File: src/rtl/errsts_pkg.sv
package errsts_pkg;

    localparam int REG_W  = 16;
    localparam int NFLAG  = 4;

    // Flag indices; also the msg_en bit order
    localparam int FLG_REFTO = 0;
    localparam int FLG_LOCK  = 1;
    localparam int FLG_THERM = 2;
    localparam int FLG_SWSMI = 3;

    // Status-word bit position of each flag index
    function automatic int flag_pos(input int idx);
        case (idx)
            FLG_REFTO: return 8;
            FLG_LOCK:  return 9;
            FLG_THERM: return 11;
            default:   return 12;
        endcase
    endfunction

    // Flag index living at a status-word bit, or -1 if reserved
    function automatic int pos_to_flag(input int pos);
        for (int k = 0; k < NFLAG; k++) begin
            if (flag_pos(k) == pos) return k;
        end
        return -1;
    endfunction

    function automatic logic [REG_W-1:0] flag_mask();
        logic [REG_W-1:0] m;
        m = '0;
        for (int k = 0; k < NFLAG; k++) m[flag_pos(k)] = 1'b1;
        return m;
    endfunction

    typedef struct packed {
        logic flag;
    } cell_state_t;

    typedef struct packed {
        logic msg_req;
    } top_state_t;

endpackage

File: src/rtl/errsts_flag_cell.sv
module errsts_flag_cell #(
    parameter bit GATE_ON_SEND = 1'b0
) (
    input  logic clk,
    input  logic cold_rst_n,
    input  logic evt,
    input  logic clr,
    input  logic send_en,
    output logic flag,
    output logic send
);
    import errsts_pkg::*;

    cell_state_t st_d, st_q;
    logic        set_ok;

    always_comb begin
        st_d = st_q;
        // A gated flag records only an event that is actually signalled
        if (GATE_ON_SEND) set_ok = evt && send_en && !st_q.flag;
        else              set_ok = evt;
        // Set has priority over a same-cycle clear
        if (set_ok)   st_d.flag = 1'b1;
        else if (clr) st_d.flag = 1'b0;
        send = set_ok && !st_q.flag && send_en;
    end

    always_ff @(posedge clk or negedge cold_rst_n) begin
        if (!cold_rst_n) st_q <= '0;
        else             st_q <= st_d;
    end

    assign flag = st_q.flag;

endmodule

File: src/rtl/errsts_refq_cmp.sv
module errsts_refq_cmp #(
    parameter int DEPTH_W = 11,
    parameter int LIMIT   = 1024
) (
    input  logic [DEPTH_W-1:0] depth,
    output logic               over
);
    localparam logic [DEPTH_W-1:0] LIMIT_V = DEPTH_W'(LIMIT);

    always_comb over = (depth >= LIMIT_V);

endmodule

File: src/rtl/err_status_block.sv
module err_status_block #(
    parameter int DEPTH_W    = 11,
    parameter int REFQ_LIMIT = 1024
) (
    input  logic               clk,
    input  logic               cold_rst_n,
    input  logic               warm_rst_n,
    input  logic               sw_smi_evt,
    input  logic               therm_evt,
    input  logic               lock_evt,
    input  logic [DEPTH_W-1:0] refq_depth,
    input  logic [3:0]         msg_en,
    input  logic               wr_en,
    input  logic [15:0]        wr_data,
    output logic [15:0]        rd_data,
    output logic               msg_req
);
    import errsts_pkg::*;

    logic [NFLAG-1:0] evt_vec, clr_vec, flag_vec, send_vec;
    logic             refq_over;
    top_state_t       st_d, st_q;

    errsts_refq_cmp #(.DEPTH_W(DEPTH_W), .LIMIT(REFQ_LIMIT)) u_refq (
        .depth (refq_depth),
        .over  (refq_over)
    );

    always_comb begin
        evt_vec            = '0;
        evt_vec[FLG_REFTO] = refq_over;
        evt_vec[FLG_LOCK]  = lock_evt;
        evt_vec[FLG_THERM] = therm_evt;
        evt_vec[FLG_SWSMI] = sw_smi_evt;
    end

    for (genvar k = 0; k < NFLAG; k++) begin : g_flag
        assign clr_vec[k] = wr_en && wr_data[flag_pos(k)];
        errsts_flag_cell #(.GATE_ON_SEND(k == FLG_THERM)) u_cell (
            .clk        (clk),
            .cold_rst_n (cold_rst_n),
            .evt        (evt_vec[k]),
            .clr        (clr_vec[k]),
            .send_en    (msg_en[k]),
            .flag       (flag_vec[k]),
            .send       (send_vec[k])
        );
    end

    for (genvar b = 0; b < REG_W; b++) begin : g_rd
        if (pos_to_flag(b) >= 0) begin : g_live
            assign rd_data[b] = flag_vec[pos_to_flag(b)];
        end else begin : g_rsvd
            // reserved position: reads zero, write data discarded
            assign rd_data[b] = 1'b0 & wr_data[b];
        end
    end

    always_comb begin
        st_d         = st_q;
        st_d.msg_req = warm_rst_n && (|send_vec);
    end

    always_ff @(posedge clk or negedge cold_rst_n) begin
        if (!cold_rst_n) st_q <= '0;
        else             st_q <= st_d;
    end

    assign msg_req = st_q.msg_req;

endmodule

File: config.mk
export PLATFORM = sky130hd
export DESIGN_NAME = err_status_block
export DESIGN_NICKNAME = d
export VERILOG_FILES = /design/src/rtl/errsts_pkg.sv /design/src/rtl/errsts_flag_cell.sv /design/src/rtl/errsts_refq_cmp.sv /design/src/rtl/err_status_block.sv
export SDC_FILE = /design/constraint.sdc
export NUM_CORES = 1
export LEC_CHECK = 0
export ABC_AREA = 1
export ABC_CLOCK_PERIOD_IN_PS = 1300
export BUFFER_PORTS_ARGS = -buffer_cell sky130_fd_sc_hd__buf_2
export CAP_MARGIN = 10
export CORE_AREA = 3 3 40 42
export DETAILED_ROUTE_END_ITERATION = 16
export DIE_AREA = 0 0 43 45
export PLACE_DENSITY_LB_ADDON = 0.08
export REMOVE_ABC_BUFFERS = 1
export SYNTH_ARGS = -nofsm -noshare
export SYNTH_HDL_FRONTEND = slang
export SYNTH_SLANG_ARGS = --single-unit
File: constraint.sdc
create_clock -name clk -period 1.3 [get_ports clk]
set_input_delay 0.13 -clock clk [delete_from_list [all_inputs] [get_ports clk]]
set_output_delay 0.13 -clock clk [all_outputs]
set_load 0.005 [all_outputs]
==> results.ini <==
[setup_path]
start_kind=register
critPathLaunch=g_flag[2].u_cell.flag
r2r_cells=3
rr_startpoint=g_flag[3].u_cell.flag
crit_type=register to primary output
reg2reg_to=g_flag[3].u_cell.flag
crit_buf_inv=1
path_max_fanout=3
end_kind=primary output
worst_ep_required_time_ns=1.17
cp.arrival_ns=0.75
cpPeakStageDelay_ns=0.39
crit_path_cell_trace=buf_2
slowest_stage=dfrtp_1
timing.reg2reg.setup_slack_ns=0.51
cp_top_family=flip-flops

[cells_and_area]
final_cell_mix=buf_2, conb_1, inv_1, nand2_1, dfrtp_1
antenna_cells=0
area_delta_synth_final_pct=21.9
regArea_sq_um=125
multi_input_area_sq_um=125
drive_gt1_frac=0.359
nets=103
mostFrequentLayoutCell=buf_2
n_fill_cell=148

[yosys]
yosys_warnings=0
synth_cells=44
synth_area_per_cell_sq_um=7.91
synth_area_sq_um=348
synth_cell_types=9
seq_area_frac_synth=0.360
synth-seq-cells=5

[cts]
cts.sinks=5
numCtsBuffers=3
cts_tree=yes
clockBufferDepth=2
cts_resized=0
htreeDepth=1
clk_pin_slew_ns=0.04
cts-root-buf=clkbuf_4
insertion_delay_ns=0.23

[detailed_routing]
antenna_left=0
drc=0
wl_per_cell_um=7.89
first_pass_iters=1
wirelength_um=623
first_iter_violations=0
vias=281
viasPerCell=3.56

[grt]
track_usage=0.0695
overflow=0
grt_pass1_vias=236
grt_pass1_wl_um=917
antenna_found_initial=0
grt_max_degree=6

[placement]
place_ws_ns=0.509
gp_congestion=0.641
portBuffers=20
hpwl_um=557

[floorplan]
start_util=0.271
fp.dieW_um=43
ios=55
fp.dieH_um=45
coreArea_sq_um=1280
die_area_sq_um=1940
rows=13

[timing]
fmax_ghz=1.13
rsz0062_at_grt=no
finalWorstSetupSlack_ns=0.415
fin_tns_setup_ns=0
fin_skew_ns=0.00266
hold_viol=0
period_share=0.680
setup_viol=0
slew_violations=0
period_needed_ns=0.885

[worst_hold_path]
hold_start=lock_evt
whs_endpoint=g_flag[1].u_cell.flag
hold_class=primary input to register
hold_depth=2

[power_and_ir_drop]
p_per_area_nw_per_um2=1020
max-vdd-ir-drop_mv=0.612
p_leak_nw=0.264

[flow_run]
max_cap_viol_count=0

[outcome]
status=complete, no violations

==> cells by family (layout without fill, tap and decap cells) <==
logic type | Yosys count | after routing | share of synthesized area
buffers and inverters | 21 | 30 | 0.399
AOI/OAI and AO/OA | 3 | 3 | 0.0432
DFF | 5 | 5 | 0.360
other | 1 | 12 | 0.0108
and+or+nand+nor | 14 | 14 | 0.187
==> worst register-to-register path, cell delays in order, from the launching register on <==
cell and delay (ns):
dfrtp_1 0.37, inv_1 0.07, a21oi_1 0.04, or2_1 0.20
==> state kept, by name (all words and copies together), names as in the netlist <==
signal              cells
g_flag.u_cell.flag      4
msg_req                 1
==> metal layers <==
metal	GRT usage	wire [um]
met3	0.0837	127
met1	0.0709	229
met5	0	0
met4	0	0
met2	0.0988	266
==> worst max path at each step <==
| stage | cells past startpoint | endpoint | slack (ns) |
|---|---|---|---|
| 6_report | 1 | rd_data[11] | 0.42 |
| 5_1_grt | 1 | rd_data[11] | 0.36 |
| 4_1_cts | 1 | rd_data[11] | 0.40 |
| 3_5_place_dp | 5 | msg_req | 0.51 |
| 3_3_place_gp | 3 | g_flag[3].u_cell.flag | 0.51 |
| 2_1_floorplan | 3 | g_flag[0].u_cell.flag | 0.52 |
==> through the flow <==
step | total power [mW] | instance area, sq um | utilization | cells | hold WS (ns)
floorplan | 0.214 | 269 | - | 39 | -0.166
CTS | 0.444 | 424 | 0.330 | 79 | 0.0865
finish | 0.431 | 424 | 0.330 | 79 | 0.0952
global placement | 0.261 | 388 | 0.302 | 74 | -0.0493
global route | 0.482 | 424 | 0.330 | 79 | 0.0720
detailed placement | 0.260 | 388 | 0.302 | 74 | -0.0500
==> area by class of cell <==
| type | instances | share of cell area |
|---|---|---|
| Sequential cell | 5 | 0.295 |
| Multi-Input combinational cell | 29 | 0.295 |
| Timing Repair Buffer | 21 | 0.260 |
| Clock buffer | 4 | 0.0619 |
| Inverter | 5 | 0.0442 |
| Tap cell | 15 | 0.0442 |
==> report_power, final <==
part | internal, mW | total (mW) | switching (mW)
sequential | 0.171 | 0.179 | 0.00776
clock | 0.116 | 0.172 | 0.0566
combinational | 0.0401 | 0.0803 | 0.0403
==> cell usage after synthesis <==
master | number | area (sq um)
dfrtp_1 | 5 | 125
a21oi_1 | 3 | 15.0
or2_1 | 3 | 18.8
nand2_1 | 5 | 18.8
buf_4 | 16 | 120
nand3_1 | 4 | 20.0
conb_1 | 1 | 3.75
inv_1 | 5 | 18.8
nor2_1 | 2 | 7.51
==> repair_timing <==
item	4_1_cts	5_1_grt
setup buffers	0	0
hold buffers	1	0
endpoints found under the hold margin	5	0
No activity file was read; power rests on OpenSTA's default activity.
